**config.mk**
```make
export PLATFORM = sky130hd
export DESIGN_NAME = cmdq_builder
export DESIGN_NICKNAME = d
export VERILOG_FILES = /design/src/rtl/cmdq_pkg.sv /design/src/rtl/cmdq_dp.sv /design/src/rtl/cmdq_ctrl.sv /design/src/rtl/cmdq_builder.sv
export SDC_FILE = /design/constraint.sdc
export NUM_CORES = 1
export LEC_CHECK = 0
export ABC_AREA = 1
export ABC_CLOCK_PERIOD_IN_PS = 2300
export BUFFER_PORTS_ARGS = -buffer_cell sky130_fd_sc_hd__buf_4
export CORE_AREA = 2 2 115 117
export CTS_CLUSTER_SIZE = 25
export DETAILED_ROUTE_END_ITERATION = 10
export DIE_AREA = 0 0 117 119
export GPL_ROUTABILITY_DRIVEN = 0
export PLACE_DENSITY = 0.85
export SLEW_MARGIN = 20
export SYNTH_ARGS = -nofsm -noshare
export SYNTH_HDL_FRONTEND = slang
export SYNTH_SLANG_ARGS = --single-unit
```
**constraint.sdc**
```tcl
create_clock -name clk -period 2.3 [get_ports clk]
set_clock_uncertainty 0.15 [all_clocks]
set_input_delay 0.345 -clock clk [delete_from_list [all_inputs] [get_ports clk]]
set_output_delay 0.345 -clock clk [all_outputs]
set_load 0.005 [all_outputs]
```
**src/rtl/cmdq_pkg.sv**
```systemverilog
package cmdq_pkg;
  localparam logic [7:0] CFG_SHORT = 8'h00;
  localparam logic [7:0] CFG_LONG  = 8'h02;
  localparam logic [7:0] CFG_TURN  = 8'h04;

  localparam logic [1:0] RESP_OK      = 2'd0;
  localparam logic [1:0] RESP_BUSY_TO = 2'd1;
  localparam logic [1:0] RESP_DONE_TO = 2'd2;

  typedef struct packed {
    logic latchCmd;
    logic clrInt;
    logic takeByte;
    logic wrHeader;
    logic wrSize;
    logic start0;
    logic start1;
  } dpCtl_t;

  function automatic logic isReadType(input logic [7:0] t);
    return (t == 8'h04) || (t == 8'h14) || (t == 8'h24) || (t == 8'h06);
  endfunction
endpackage

```
**src/rtl/cmdq_dp.sv**
```systemverilog
module cmdq_dp
  import cmdq_pkg::*;
#(
  parameter int LEN_W  = 7,
  parameter int QDEPTH = 17,
  parameter int ADDR_W = 5,
  parameter int SIZE_W = 5
) (
  input  logic              clk,
  input  logic              rstN,
  input  dpCtl_t            ctl,
  input  logic [7:0]        cmdType,
  input  logic [LEN_W-1:0]  cmdLen,
  input  logic [7:0]        byteData,
  output logic              allIn,
  output logic              qWe,
  output logic [ADDR_W-1:0] qAddr,
  output logic [31:0]       qData,
  output logic              qSizeWe,
  output logic [SIZE_W-1:0] qSize,
  output logic              intClr,
  output logic              startWe,
  output logic              startVal
);
  logic [7:0]       typeQ;
  logic [LEN_W-1:0] lenQ;
  logic [LEN_W-1:0] byteCnt;
  logic [31:0]      wordBuf;
  logic [31:0]      merged;
  logic [31:0]      header;
  logic [7:0]       cfg;
  logic [1:0]       lane;
  logic             isLong;
  logic             lastOfWord;
  logic [ADDR_W-1:0] payAddr;
  logic [SIZE_W-1:0] sizeVal;

  assign isLong     = lenQ > LEN_W'(2);
  assign lane       = byteCnt[1:0];
  assign allIn      = byteCnt == lenQ;
  assign lastOfWord = (lane == 2'd3) || (byteCnt == lenQ - LEN_W'(1));
  assign payAddr    = ADDR_W'(byteCnt >> 2) + ADDR_W'(1);

  always_comb begin
    merged = wordBuf;
    merged[{lane, 3'b000} +: 8] = byteData;
  end

  always_comb begin
    if (isReadType(typeQ))  cfg = CFG_TURN;
    else if (isLong)        cfg = CFG_LONG;
    else                    cfg = CFG_SHORT;
    if (isLong) header = {16'(lenQ), typeQ, cfg};
    else        header = {wordBuf[15:0], typeQ, cfg};
    if (isLong)
      sizeVal = SIZE_W'(((LEN_W+1)'(lenQ) + (LEN_W+1)'(3)) >> 2) + SIZE_W'(1);
    else
      sizeVal = SIZE_W'(1);
  end

  always_ff @(posedge clk or negedge rstN) begin
    if (!rstN) begin
      typeQ   <= '0;
      lenQ    <= '0;
      byteCnt <= '0;
      wordBuf <= '0;
    end else if (ctl.latchCmd) begin
      typeQ   <= cmdType;
      lenQ    <= cmdLen;
      byteCnt <= '0;
      wordBuf <= '0;
    end else if (ctl.takeByte) begin
      byteCnt <= byteCnt + LEN_W'(1);
      wordBuf <= (isLong && lastOfWord) ? 32'h0 : merged;
    end
  end

  always_ff @(posedge clk or negedge rstN) begin
    if (!rstN) begin
      qWe      <= 1'b0;
      qAddr    <= '0;
      qData    <= '0;
      qSizeWe  <= 1'b0;
      qSize    <= '0;
      intClr   <= 1'b0;
      startWe  <= 1'b0;
      startVal <= 1'b0;
    end else begin
      qWe      <= ctl.wrHeader || (ctl.takeByte && isLong && lastOfWord);
      qAddr    <= ctl.wrHeader ? '0 : payAddr;
      qData    <= ctl.wrHeader ? header : merged;
      qSizeWe  <= ctl.wrSize;
      qSize    <= sizeVal;
      intClr   <= ctl.clrInt;
      startWe  <= ctl.start0 || ctl.start1;
      startVal <= ctl.start1;
    end
  end

  p_addr_range_r3: assert property (@(posedge clk) disable iff (!rstN)
    qWe |-> (32'(qAddr) < QDEPTH));

  p_take_bound_r9: assert property (@(posedge clk) disable iff (!rstN)
    ctl.takeByte |-> !allIn);

  p_start_seq_r7: assert property (@(posedge clk) disable iff (!rstN)
    (startWe && startVal) |-> $past(startWe && !startVal));

  p_size_range_r3: assert property (@(posedge clk) disable iff (!rstN)
    qSizeWe |-> (qSize != '0 && 32'(qSize) <= QDEPTH));
endmodule

```
**src/rtl/cmdq_ctrl.sv**
```systemverilog
module cmdq_ctrl
  import cmdq_pkg::*;
#(
  parameter int unsigned BUSY_CYC = 2000000,
  parameter int unsigned DONE_CYC = 40000
) (
  input  logic       clk,
  input  logic       rstN,
  input  logic       cmdValid,
  output logic       cmdReady,
  input  logic       byteValid,
  output logic       byteReady,
  input  logic       allIn,
  input  logic       busy,
  input  logic       cmdDone,
  output dpCtl_t     ctl,
  output logic       respValid,
  output logic [1:0] respCode
);
  localparam int unsigned MAX_CYC = (BUSY_CYC > DONE_CYC) ? BUSY_CYC : DONE_CYC;
  localparam int CNT_W = $clog2(MAX_CYC + 1);

  typedef enum logic [3:0] {
    S_IDLE, S_WAIT_BUSY, S_CLR, S_COLLECT, S_HDR, S_SIZE, S_GO0, S_GO1, S_WAIT_DONE
  } state_t;

  state_t           state, nxt;
  logic [CNT_W-1:0] cnt;
  logic             respSet;
  logic [1:0]       respNext;

  always_comb begin
    nxt       = state;
    ctl       = '0;
    cmdReady  = 1'b0;
    byteReady = 1'b0;
    respSet   = 1'b0;
    respNext  = RESP_OK;
    unique case (state)
      S_IDLE: begin
        cmdReady = 1'b1;
        if (cmdValid) begin
          ctl.latchCmd = 1'b1;
          nxt = S_WAIT_BUSY;
        end
      end
      S_WAIT_BUSY: begin
        if (!busy) nxt = S_CLR;
        else if (cnt == CNT_W'(BUSY_CYC - 1)) begin
          nxt      = S_IDLE;
          respSet  = 1'b1;
          respNext = RESP_BUSY_TO;
        end
      end
      S_CLR: begin
        ctl.clrInt = 1'b1;
        nxt = S_COLLECT;
      end
      S_COLLECT: begin
        byteReady    = !allIn;
        ctl.takeByte = byteValid && !allIn;
        if (allIn) nxt = S_HDR;
      end
      S_HDR: begin
        ctl.wrHeader = 1'b1;
        nxt = S_SIZE;
      end
      S_SIZE: begin
        ctl.wrSize = 1'b1;
        nxt = S_GO0;
      end
      S_GO0: begin
        ctl.start0 = 1'b1;
        nxt = S_GO1;
      end
      S_GO1: begin
        ctl.start1 = 1'b1;
        nxt = S_WAIT_DONE;
      end
      S_WAIT_DONE: begin
        if (cmdDone) begin
          nxt     = S_IDLE;
          respSet = 1'b1;
        end else if (cnt == CNT_W'(DONE_CYC - 1)) begin
          nxt      = S_IDLE;
          respSet  = 1'b1;
          respNext = RESP_DONE_TO;
        end
      end
      default: nxt = S_IDLE;
    endcase
  end

  always_ff @(posedge clk or negedge rstN) begin
    if (!rstN) begin
      state     <= S_IDLE;
      cnt       <= '0;
      respValid <= 1'b0;
      respCode  <= RESP_OK;
    end else begin
      state     <= nxt;
      respValid <= respSet;
      if (respSet) respCode <= respNext;
      if (state != nxt) cnt <= '0;
      else if (state == S_WAIT_BUSY || state == S_WAIT_DONE) cnt <= cnt + CNT_W'(1);
    end
  end

  p_one_strobe_r7: assert property (@(posedge clk) disable iff (!rstN)
    $onehot0(ctl));

  p_busy_window_r5: assert property (@(posedge clk) disable iff (!rstN)
    (state == S_WAIT_BUSY) |-> (32'(cnt) < BUSY_CYC));

  p_clear_after_idle_r6: assert property (@(posedge clk) disable iff (!rstN)
    ctl.clrInt |-> $past(!busy));

  p_code_legal_r8: assert property (@(posedge clk) disable iff (!rstN)
    respValid |-> (respCode != 2'd3));

  p_ready_excl_r9: assert property (@(posedge clk) disable iff (!rstN)
    !(cmdReady && byteReady));
endmodule

```
**src/rtl/cmdq_builder.sv**
```systemverilog
module cmdq_builder
  import cmdq_pkg::*;
#(
  parameter int unsigned MAX_LEN = 64,
  parameter int unsigned CLK_KHZ = 100000,
  parameter int unsigned BUSY_US = 20000,
  parameter int unsigned DONE_US = 400,
  localparam int LEN_W  = $clog2(MAX_LEN + 1),
  localparam int QDEPTH = 1 + (MAX_LEN + 3) / 4,
  localparam int ADDR_W = $clog2(QDEPTH),
  localparam int SIZE_W = $clog2(QDEPTH + 1)
) (
  input  logic              clk,
  input  logic              rstN,
  input  logic              cmdValid,
  output logic              cmdReady,
  input  logic [7:0]        cmdType,
  input  logic [LEN_W-1:0]  cmdLen,
  input  logic              byteValid,
  output logic              byteReady,
  input  logic [7:0]        byteData,
  output logic              qWe,
  output logic [ADDR_W-1:0] qAddr,
  output logic [31:0]       qData,
  output logic              qSizeWe,
  output logic [SIZE_W-1:0] qSize,
  output logic              intClr,
  output logic              startWe,
  output logic              startVal,
  input  logic              busy,
  input  logic              cmdDone,
  output logic              respValid,
  output logic [1:0]        respCode
);
  localparam int unsigned BUSY_CYC = (CLK_KHZ * BUSY_US) / 1000;
  localparam int unsigned DONE_CYC = (CLK_KHZ * DONE_US) / 1000;

  dpCtl_t ctl;
  logic   allIn;

  cmdq_ctrl #(.BUSY_CYC(BUSY_CYC), .DONE_CYC(DONE_CYC)) u_ctrl (
    .clk(clk), .rstN(rstN), .cmdValid(cmdValid), .cmdReady(cmdReady),
    .byteValid(byteValid), .byteReady(byteReady), .allIn(allIn),
    .busy(busy), .cmdDone(cmdDone), .ctl(ctl),
    .respValid(respValid), .respCode(respCode)
  );

  cmdq_dp #(.LEN_W(LEN_W), .QDEPTH(QDEPTH), .ADDR_W(ADDR_W), .SIZE_W(SIZE_W)) u_dp (
    .clk(clk), .rstN(rstN), .ctl(ctl), .cmdType(cmdType), .cmdLen(cmdLen),
    .byteData(byteData), .allIn(allIn), .qWe(qWe), .qAddr(qAddr), .qData(qData),
    .qSizeWe(qSizeWe), .qSize(qSize), .intClr(intClr),
    .startWe(startWe), .startVal(startVal)
  );
endmodule

```
==> impl_results.md, run 1 <==
* Drt via density at around 5.3
* M2 GR Usage at 0.396
* Nets at 1000
* Drt drc at 0
* RSZ-0062 raised after global routing: true
* Layout filler cell count at 988
* Worst-margin pin slew at 0.674 ns
* Total Wirelength at ~17000 um
* Synth Register Bits at 129
* CTS Buffer Depth at 2
* Min-Delay Path Class: input port to flop
* Endpoint type of the worst setup path: primary output
* Seq/Total Area, Yosys at 0.475
* Status: finished clean
* Fraction of registers with async set/reset at 1.00
* Gate Count Post-Synth at approximately 850
* CP arrival at between 1.5 and 2 ns
* PwrDens at 1190 nW/um2
* First-pass GRT wire length at between 20000 and 30000 um
* Post-Syn Area at 6800 um2
* Post-synth EDFFs at 0
* Final setup violation count at 0
* Share of layout cells above drive strength 1 at 0.242
* Largest family of logic cells by synthesized area: simple AND/OR/NAND/NOR gates
* Pin count of the biggest net entering global routing at 42
* Die width at 117 um
* Final Total Pwr at 10.1 mW
* Cells along the critical path: inv_2, nand2_1, nand2_1, inv_2, nor2_2, nand2_2, nand2_2, inv_1, buf_4
* Post-synthesis compound-gate area fraction at 0.0839
* Final hold violation count at 0
* Slew Limit Headroom at 0.550
* Final min period at 2.24 ns
* Post-Synth Simple-Gate Area at 0.289
* Routed length per instance at around 15 um
* Synthesis warning total at 0
* Worst Setup Start Kind: flop
* Starting Density at 0.528
* Slowest cell on the critical path: dfrtp_1
* # port buffers at 80
* GRT met3 Usage at 0.0789
* Worst path bufs/invs at 4
* Setup Crit Path Kind: flop to primary output
* Mux cell area share after synthesis at 0.00147
* Final instance area at 8460 um2
* Synthesis-to-layout area growth at 24.3%
* Number of DRC markers in iteration 0 at around 630
* Clock Sink Count at approximately 130
* Core area at 12900 um2
* Chip height at 119 um
* VDD IR max at approximately 0.70 mV
* Area post-placement at 7620 um2
* Initial antenna violation count at 0
* Vias in the first global route at 5810
* 1st-pass router iterations at 5
* Row count at 42
* Gr ovfl total at 0
* Synth Area in XOR/XNOR at 0.0296
* Total die area at 13900 um2
* Hold slack at 0.0103 ns
* H-tree levels at 4
* Num CTS Buffers at 17
* Via count at 6135
* Detail Route Antenna Nets at 0
* Adder-cell share of the synthesized area at 0.0202
* CP required at 1.80 ns
* GR Util met1 at 0.342
* Antenna Cells at 0
* FMAX at 447 MHz
* Average size of a mapped cell at 8.04 um2
* I/O pin count at 81
* Clk_lat worst skew at approximately 0.42 ns
* Main flop type after synthesis: dfrtp_1
* Critical path's top delay family: simple AND/OR/NAND/NOR gates
* Final period utilization at 0.973
* Post-Syn Nets at 886
* Max incr delay on CP at ~0.45 ns
* Static leakage at between 4 and 5 nW
* Worst-path clk slew at 0.06 ns
* Worst-path fanout max at 4
* Final slew viol count at 0
* Post-synth cell types at 40
* Clock root cell: clkbuf_16
* CTS tree: yes
* GRT Total Usage at 0.260
* Max Cap Viol at 0
* Hpwl dp at 11600 um
* GR peak layer: met2
metal layers:
metal / vias to the layer above / wire [um]
met1: 2861 / 7060
li1: 2919 / -
met5: - / 0
met3: 60 / 1360
met4: 0 / 727
met2: 295 / 7940
through the flow:
stage | utilization | std cells | TNS [ns] | worst slack [ns]
global route | 0.657 | 1149 | -0.0416 | -0.0172
CTS | 0.649 | 1140 | 0 | 0.0187
finish | 0.657 | 1149 | 0 | 0.0618
global placement | 0.592 | 1094 | 0 | 0.301
floorplan | - | 846 | 0 | 0.417
detailed placement | 0.592 | 1094 | 0 | 0.228
worst paths after layout:
| path | from | to | slack, ns | cells past startpoint |
|---|---|---|---|---|
| max | u_dp.lenQ[5] | byteReady | 0.06 | 9 |
| min | cmdLen[5] | u_dp.lenQ[5] | 0.01 | 3 |
| min in group asynchronous | rstN | u_dp.lenQ[4] | 0.30 | 2 |
| max in group asynchronous | rstN | u_ctrl.cnt[14] | 1.10 | 3 |
| min reg2reg | u_dp.wordBuf[25] | u_dp.wordBuf[25] | 0.34 | 2 |
| max reg2reg | u_dp.lenQ[2] | u_dp.wordBuf[1] | 0.15 | 13 |
cells in the final DEF (no fill, tap or decap), drive strengths merged:
master	Yosys	routed
nand2	240	240
dfrtp	129	129
inv	124	125
buf	17	109
nor2	97	97
nand3	62	62
o21ai	48	48
o22ai	31	31
clkbuf	11	23
xor2	20	20
nand4	18	18
dlygate4sd3	0	14
ha	11	11
nor3	10	10
a21oi	6	6
o221ai	5	5
clkinv	1	5
o31ai	3	3
bufinv	0	3
xnor2	3	3
o21a	2	2
nor4	2	2
o311ai	1	1
o2111ai	1	1
a21boi	1	1
nand3b	1	1
or2	1	1
mux2i	1	1
clkinvlp	0	1
flip-flops by register name (all words and copies together), names as in the netlist:
register / flops
u_dp.qSize: 5
u_ctrl.cnt: 21
u_ctrl.respValid: 1
u_dp.qWe: 1
u_ctrl.respCode: 2
u_ctrl.state: 4
u_dp.wordBuf: 32
u_dp.byteCnt: 7
u_dp.intClr: 1
u_dp.qData: 32
u_dp.lenQ: 7
u_dp.startWe: 1
u_dp.qAddr: 5
u_dp.startVal: 1
u_dp.qSizeWe: 1
u_dp.typeQ: 8
report_power, final:
part	leakage, nW	total (mW)	switching [mW]	internal (mW)
Combinational	2.18	4.09	2.57	1.52
Sequential	1.73	3.25	0.409	2.84
Clock	0.292	2.72	0.964	1.76
Total	4.21	10.1	3.94	6.12
final cells by class:
cell class	count	area [um2]	share of cell area
clock inverters	9	130	0.0154
repair buffers	123	1010	0.120
multi-input cells	564	2900	0.343
inverters	125	485	0.0574
well taps	176	220	0.0260
clock buffers	23	468	0.0553
flip-flops and latches	129	3240	0.383
Yosys cell counts (3+ instances only):
library cell    n  share of area
o22ai_1        31          0.029
o21ai_0        37          0.027
a21oi_1         6         0.0044
nand2_2        38          0.035
nor2_2         25          0.023
nand4_1        18          0.017
nor2_1         72          0.040
nand2_1       201           0.11
xnor2_1         3         0.0039
clkbuf_1       10         0.0055
buf_2           4         0.0029
ha_1           11          0.020
inv_1         106          0.058
nand3_1        60          0.044
o31ai_1         3         0.0033
buf_4           8         0.0088
xor2_1         20          0.026
o221ai_1        5         0.0064
buf_12          3         0.0088
inv_2          16         0.0088
nor3_1          8         0.0059
dfrtp_1       129           0.47
o21ai_1        11         0.0081
tightest hold or removal path, cell delays in order:
cell,delay [ns]
buf_4,0.08
nand2_1,0.04
o21ai_0,0.08
what timing repair did:
| item | in CTS | in global routing |
|---|---|---|
| cloned | 0 | 0 |
| hold buffers | 14 | 0 |
| setup endpoints to repair | 1 | 30 |
| endpoints found under the hold margin | 47 | 0 |
| resized for setup | 1 | 12 |
| buffers inserted | 0 | 9 |
| pin swaps | 0 | 1 |
cell families after synthesis:
family,Yosys count
buffers and inverters,153
AOI/OAI and AO/OA,98
adders and majority gates,11
muxes,1
DFF,129
xor gates and xnor gates,23
and+or+nand+nor,431
(Power assumes the default switching activity.)
==> run 2, diff against run 1 <==
--- a/config.mk
+++ b/config.mk
@@ -6,15 +6,17 @@
 export NUM_CORES = 1
 export LEC_CHECK = 0
 export ABC_AREA = 1
-export ABC_CLOCK_PERIOD_IN_PS = 2300
+export ABC_CLOCK_PERIOD_IN_PS = 1920
 export BUFFER_PORTS_ARGS = -buffer_cell sky130_fd_sc_hd__buf_4
-export CORE_AREA = 2 2 115 117
+export CAP_MARGIN = 20
+export CORE_AREA = 2 2 116 118
 export CTS_CLUSTER_SIZE = 25
 export DETAILED_ROUTE_END_ITERATION = 10
-export DIE_AREA = 0 0 117 119
+export DIE_AREA = 0 0 118 120
 export GPL_ROUTABILITY_DRIVEN = 0
-export PLACE_DENSITY = 0.85
+export PLACE_DENSITY = 0.86
 export SLEW_MARGIN = 20
 export SYNTH_ARGS = -nofsm -noshare
 export SYNTH_HDL_FRONTEND = slang
+export SYNTH_HIERARCHICAL = 1
 export SYNTH_SLANG_ARGS = --single-unit
==> constraint.sdc (replaced) <==
create_clock -name clk -period 1.92 [get_ports clk]
set_clock_uncertainty 0.15 [all_clocks]
set_input_delay 0.288 -clock clk [delete_from_list [all_inputs] [get_ports clk]]
set_output_delay 0.288 -clock clk [all_outputs]
set_load 0.005 [all_outputs]
==> run 2 against run 1 <==
First-iteration DRC count increased by 74%. Sequential share of layout area shrank 6.8 points. Synthesized cell count decreased by 1.3%. Hold slack improved by 0.034 ns. Global-route usage rose by 7.4 points. Die area up 1.7%. The flow now finishes with violations (setup timing). Register-to-register slack worse by 0.66 ns. Sequential power increased by 23%. Largest power group unchanged. Worst setup slack got worse by 0.57 ns.
==> impl_results.md, run 2 <==
* Layout filler cell count at 694 (-30%)
* Routed length per instance at 22.3 um (+50%)
* Synth Area in XOR/XNOR at 0.0288 (-0.000768)
* Status: finished with violations
* 1st-pass router iterations at 6 (+1)
* Pin count of the biggest net entering global routing at 46 (+9.5%)
* Hold Crit Start: byteData[0]
* Worst-path fanout max at 7 (+3)
* Cells along the critical path: inv_2, nand2_1, nand2_2, nand3_2, nor4_4, inv_1, nand2_2, nor2_4, nor2_4, buf_6, clkbuf_16, nand2_2, nand2_1
* FMAX at approximately 410 MHz
* Largest family of logic cells by synthesized area: simple AND/OR/NAND/NOR gates
* Synth Register Bits at 129 (unchanged)
* Adder-cell share of the synthesized area at 0.0206 (+0.000371)
* Worst-margin pin slew at 0.433 ns (-0.241 ns)
* Final Total Pwr at 16.7 mW (+66%)
* Initial antenna violation count at 0 (unchanged)
* First-pass GRT wire length at 36400 um (+30%)
* Detail Route Antenna Nets at 0 (unchanged)
* Post-Synth Simple-Gate Area at 0.288 (-0.00180)
* Post-Syn Nets at 875 (-1.2%)
* Drt drc at 0 (unchanged)
* PwrDens at 1620 nW/um2 (+36%)
* Util after Layout at 0.794 (+0.137)
* Most frequent CP cell: nand2_2
* Core area at 13000 um2 (+0.82%)
* Max Cap Viol at 0 (unchanged)
* GRT Total Usage at 0.333 (+0.0736)
* Worst-path clk slew at 0.06 ns (about the same)
* CP required at 2.14 ns (+0.34 ns)
* PnR worst setup slack at -0.511 ns (-0.573 ns)
* Via count at 7573 (+23%)
* Clock Sink Count at 129 (unchanged)
* Reg2reg start: u_dp/lenQ[3]
* Number of DRC markers in iteration 0 at 1096 (+74%)
* Synth area leader: dfrtp_1
* Starting Density at 0.515 (-0.0137)
* Worst Setup Start Kind: flop
* Synthesis warning total at 6 (+6)
* Commonest non-fill, non-tap cell in the layout: buf_4
* Area post-placement at 8070 um2 (+5.9%)
* Yosys top cell area share at 0.483 (+0.00871)
* Layout Cells excl Fill at 1236 (+7.6%)
* Gate Count Post-Synth at 835 (-1.3%)
* Drt via density at 6.13 (+15%)
* Static leakage at 4.93 nW (+17%)
* H-tree levels at 4 (unchanged)
* Worst path bufs/invs at 4 (unchanged)
* Mux cell area share after synthesis at 0.00169 (+0.000214)
* Antenna Cells at 0 (unchanged)
* Largest regs: u_dp/qData (32), u_dp/wordBuf (32), u_ctrl/cnt (21)
* Hpwl dp at 12800 um (+10%)
* Most frequent cell after synthesis: nand2_1
* Final slew viol count at 0 (unchanged)
* Vias in the first global route at 7165 (+23%)
* Gr ovfl total at 0 (unchanged)
* Min-Delay Path Class: input port to flop
* Worst Setup SP: u_dp/lenQ[3]
* Commonest cells post-synth: nand2_1 (227), dfrtp_1 (129), nor2_1 (104)
* # port buffers at 80 (unchanged)
* Critical path's top delay family: simple AND/OR/NAND/NOR gates
* Synth top area cells: dfrtp_1 (48%), nand2_1 (13%), nor2_1 (5.8%)
* Final instance area at 10300 um2 (+22%)
* Max incr delay on CP at 0.42 ns (-0.03 ns)
* Share of layout cells above drive strength 1 at 0.452 (+0.210)
* VDD IR max at 0.857 mV (+23%)
* Synthesis-to-layout area growth at 54.2%
* Most frequent cells in the layout: buf_4 (167), nand2_1 (145), dfrtp_1 (121)
* Total negative slack at -29.90 ns (-29.90 ns)
* Final hold violation count at 0 (unchanged)
* Row count at 42 (unchanged)
* Slew Limit Headroom at 0.710 (+0.159)
* Post-synth EDFFs at 0 (unchanged)
* Die width at 118 um (+0.85%)
* Cell count after placement at 1142 (+4.4%)
* Total Wirelength at 27500 um (+61%)
* Fraction of registers with async set/reset at 1.00 (unchanged)
* Final setup violation count at 95 (+95)
* RSZ-0062 raised after global routing: true
* Clock root cell: clkbuf_16
* Average size of a mapped cell at 8.00 um2 (-0.51%)
* Clk_lat worst skew at 0.44 ns (+0.02 ns)
* Post-synth cell types at 41 (+2.5%)
* Final period utilization at 1.27
* CP arrival at 2.66 ns (+0.92 ns)
* Main flop type after synthesis: dfrtp_1
* Nets at 1089 (+8.9%)
* CTS tree: yes
* Num CTS Buffers at 17 (unchanged)
* I/O pin count at 81 (unchanged)
* Final min period at 2.43 ns
* Seq/Total Area, Yosys at 0.483 (+0.00871)
* Setup Crit Path Kind: flop to flop
* CTS Buffer Depth at 2 (unchanged)
* Endpoint type of the worst setup path: flop
* Chip height at 120 um (+0.84%)
* Post-Syn Area at 6680 um2 (-1.8%)
* Post-synthesis compound-gate area fraction at 0.101 (+0.0169)
* Slowest cell on the critical path: dfrtp_1
* Total die area at 14200 um2 (+1.7%)
* Failing checks: setup timing
==> run 2: cell count changes in the layout (fill, tap and decap cells not counted), sizes merged, moves of 5 or more <==
cell,change
a22oi,+22
buf,+91
nor2,+41
a21oi,+19
nand3,-25
clkinv,+5
o22ai,-22
nand2,+5
inv,-39
nand4,-10
==> run 2: layout make-up <==
class | count | area [um2] | share of cell area
Clock inverter | 11 | 139 | 0.0135
Tap cell | 176 | 220 | 0.0214
Clock buffer | 19 | 453 | 0.0440
Timing Repair Buffer | 223 | 2090 | 0.203
Multi-Input combinational cell | 588 | 3810 | 0.370
Sequential cell | 129 | 3240 | 0.314
Inverter | 90 | 355 | 0.0345
==> run 2: final timing paths <==
kind                                    to  slack, ns  cells after the start
max in group asynchronous   u_dp/qData[17]       0.79                      3
setup / recovery           u_dp/wordBuf[5]      -0.51                     13
hold / removal               u_dp/qData[0]       0.04                      3
hold reg to reg             u_dp/qData[12]       0.35                      2
setup reg to reg           u_dp/wordBuf[5]      -0.51                     13
min in group asynchronous    u_dp/qSize[3]       0.18                      2
==> run 2: worst min-delay path, delay by kind of cell <==
kind            cells  cell delay, ns
compound gates      1            0.09
buf+inv             1            0.10
simple gates        1            0.11
==> run 2: what timing repair did <==
item,4_1_cts,5_1_grt
hold endpoints to repair,126,0
gates resized for setup,84,210
buffers inserted,24,20
pin swaps,17,65
hold buffers,18,0
endpoints found under the setup margin,73,100
cloned,5,5
==> run 2: cell families after synthesis <==
kind of cell / count (synthesis)
buffers and inverters: 118
XOR/XNOR: 22
flip-flops: 129
multiplexers: 1
AO/OA/AOI/OAI: 114
AND/OR/NAND/NOR: 440
adder cells (fa/ha/maj): 11
==> run 2: per-stage QoR <==
step | setup slack, ns | hold slack [ns]
final | -0.511 | 0.0441
after global routing | -0.544 | 0.0532
after CTS | -0.290 | 0.0122
after detailed placement | -0.290 | 0.0623
after global placement | -0.175 | 0.0627
after floorplan | 0.00214 | -0.158
==> run 2: power by group <==
| group | internal, mW | switching, mW | total, mW | leakage [nW] |
|---|---|---|---|---|
| clock network | 2.08 | 1.23 | 3.31 | 0.290 |
| logic | 4.10 | 5.32 | 9.42 | 2.90 |
| registers | 3.39 | 0.605 | 3.99 | 1.74 |
| total | 9.56 | 7.16 | 16.7 | 4.93 |
==> run 2: layer usage <==
layer,part of all wire,up-vias,global-route usage
met5,0,-,0
met4,0.084,0,0.184
met3,0.098,246,0.0875
met2,0.47,692,0.569
met1,0.35,3558,0.383
li1,-,3077,-
==> run 3, diff against run 2 <==
--- a/config.mk
+++ b/config.mk
@@ -6,15 +6,16 @@
 export NUM_CORES = 1
 export LEC_CHECK = 0
 export ABC_AREA = 1
-export ABC_CLOCK_PERIOD_IN_PS = 1920
+export ABC_CLOCK_PERIOD_IN_PS = 2500
 export BUFFER_PORTS_ARGS = -buffer_cell sky130_fd_sc_hd__buf_4
 export CAP_MARGIN = 20
-export CORE_AREA = 2 2 116 118
+export CORE_AREA = 2 2 114 116
 export CTS_CLUSTER_SIZE = 25
 export DETAILED_ROUTE_END_ITERATION = 10
-export DIE_AREA = 0 0 118 120
+export DIE_AREA = 0 0 116 118
 export GPL_ROUTABILITY_DRIVEN = 0
 export PLACE_DENSITY = 0.86
+export SETUP_SLACK_MARGIN = 0.2
 export SLEW_MARGIN = 20
 export SYNTH_ARGS = -nofsm -noshare
 export SYNTH_HDL_FRONTEND = slang
==> constraint.sdc (replaced) <==
create_clock -name clk -period 2.5 [get_ports clk]
set_clock_uncertainty 0.15 [all_clocks]
set_input_delay 0.375 -clock clk [delete_from_list [all_inputs] [get_ports clk]]
set_output_delay 0.375 -clock clk [all_outputs]
set_load 0.005 [all_outputs]
==> run 3 against run 2 <==
The run now ends clean. Non-clock buffer count fell by 104. Worst setup slack improved by 0.75 ns. Design area fell by 19%. Combinational power fell by 59%. Power fell by 45%. Sequential power fell by 26%. Utilization fell by 12 points. Count of clock-buffer cells in the layout rose by 1. Hold slack got worse by 0.024 ns. Global-route usage fell by 7.0 points. Critical endpoint is now byteReady.
==> impl_results.md, run 3 (synthesis results as in run 2) <==
* Status: finished clean
* Max Cap Viol at 0 (unchanged)
* Via count at 6174 (-18%)
* Layout Cells excl Fill at 1129 (-8.7%)
* Worst Setup Start Kind: flop
* Final setup violation count at 0 (-100%)
* Initial antenna violation count at 0 (unchanged)
* Row count at 41 (-2.4%)
* Worst-path clk slew at 0.06 ns (about the same)
* Drt via density at 5.47 (-11%)
* Slowest cell on the critical path: dfrtp_1
* Detail Route Antenna Nets at 0 (unchanged)
* H-tree levels at 4 (unchanged)
* Worst-path fanout max at 3 (-4)
* Pin count of the biggest net entering global routing at 66 (+43%)
* CTS Buffer Depth at 2 (unchanged)
* Clock Sink Count at 129 (unchanged)
* PnR worst setup slack at 0.242 ns (+0.754 ns)
* VDD IR max at 0.582 mV (-32%)
* Chip height at 118 um (-1.7%)
* Worst-margin pin slew at 0.365 ns (-0.0680 ns)
* Slew Limit Headroom at 0.755 (+0.0452)
* Starting Density at 0.538 (+0.0234)
* CP required at 1.98 ns (-0.16 ns)
* Total die area at 13700 um2 (-3.3%)
* Drt drc at 0 (unchanged)
* RSZ-0062 raised after global routing: false
* Num CTS Buffers at 17 (unchanged)
* First-pass GRT wire length at 28100 um (-23%)
* Total negative slack at 0 ns (+29.90 ns)
* Critical path's top delay family: flip-flops
* Clock root cell: clkbuf_16
* Final period utilization at 0.903
* FMAX at between 400 and 500 MHz
* Endpoint type of the worst setup path: primary output
* Number of DRC markers in iteration 0 at 739 (-33%)
* GRT Total Usage at 0.263 (-0.0702)
* Share of layout cells above drive strength 1 at 0.240 (-0.212)
* Die width at 116 um (-1.7%)
* Nets at 986 (-9.5%)
* Max incr delay on CP at 0.43 ns (about the same)
* Commonest non-fill, non-tap cell in the layout: nand2_1
* Worst path bufs/invs at 3 (-1)
* # port buffers at 80 (unchanged)
* 1st-pass router iterations at 7 (+1)
* Gr ovfl total at 0 (unchanged)
* CP arrival at 1.73 ns (-0.93 ns)
* Routed length per instance at 15.7 um (-30%)
* Final Total Pwr at 9.21 mW (-45%)
* Final slew viol count at 0 (unchanged)
* Cell count after placement at 1083 (-5.2%)
* Hpwl dp at 11700 um (-8.9%)
* PwrDens at 1100 nW/um2 (-32%)
* Static leakage at 4.16 nW (-16%)
* Total Wirelength at 17700 um (-36%)
* Min-Delay Path Class: input port to flop
* Most frequent cells in the layout: nand2_1 (223), dfrtp_1 (126), buf_4 (109)
* Final min period at approximately 2.3 ns
* Cells along the critical path: inv_2, o22ai_1, nor4_4, buf_4, nor2_1, buf_4
* Dpl ws at 0.112 ns (+0.403 ns)
* CTS tree: yes
* Final hold violation count at 0 (unchanged)
* Vias in the first global route at 5963 (-17%)
* I/O pin count at 81 (unchanged)
* Clk_lat worst skew at 0.42 ns (-0.02 ns)
* Most frequent CP cell: buf_4
* Antenna Cells at 0 (unchanged)
* Core area at 12400 um2 (-4.4%)
* Largest regs: u_dp/qData (32), u_dp/wordBuf (32), u_ctrl/cnt (21)
* Setup Crit Path Kind: flop to primary output
* Synthesis-to-layout area growth at 25.1%
run 3: path summary, 6_finish.rpt:
check | startpoint | slack [ns] | to | cells after the start
max | u_dp/lenQ[2] | 0.24 | byteReady | 6
min | cmdLen[6] | 0.02 | u_dp/lenQ[6] | 3
max reg2reg | u_dp/lenQ[2] | 0.29 | u_ctrl/cnt[11] | 12
min reg2reg | u_ctrl/respCode[0] | 0.33 | u_ctrl/respCode[0] | 2
max in group asynchronous | rstN | 1.34 | u_dp/wordBuf[13] | 3
min in group asynchronous | rstN | 0.23 | u_ctrl/respValid | 2
run 3: power breakdown:
| part | leakage [nW] | total (mW) | switching [mW] | internal [mW] |
|---|---|---|---|---|
| Combinational | 2.15 | 3.89 | 2.47 | 1.42 |
| Clock | 0.275 | 2.36 | 0.881 | 1.48 |
| Sequential | 1.74 | 2.96 | 0.366 | 2.60 |
run 3: tightest hold or removal path, cell delays in order:
cell     delay, ns
buf_4         0.08
nand2_1       0.04
o21ai_0       0.06
run 3: timing repair:
| action | CTS | global route |
|---|---|---|
| gates resized for setup | 4 | 27 |
| pin swaps | 1 | 1 |
| endpoints found under the hold margin | 20 | 0 |
| endpoints found under the setup margin | 37 | 65 |
| hold buffers | 4 | 0 |
| gates cloned | 0 | 1 |
| buffers inserted | 0 | 11 |
run 3: per-stage QoR:
step           hold slack (ns)   util  instance area (um2)
4_1_cts              0.0000746  0.659                 8190
5_1_grt                 0.0108  0.673                 8360
3_3_place_gp             0.124  0.609                 7560
3_5_place_dp             0.123  0.609                 7560
6_report                0.0206  0.673                 8360
2_1_floorplan          -0.0706      -                 6680
run 3: area by class of cell:
| type | instances | area [um2] |
|---|---|---|
| multi-input combinational | 589 | 3040 |
| sequential | 129 | 3230 |
| tap | 172 | 215 |
| clock inverter | 10 | 114 |
| fill | 958 | 4060 |
| timing repair buffer | 119 | 973 |
| inverter | 90 | 340 |
| clock buffer | 20 | 447 |
run 3: layer usage:
layer,global-route usage,share of wire
met5,0,0
met4,0.119,0.041
met3,0.0690,0.075
met2,0.427,0.48
met1,0.328,0.40
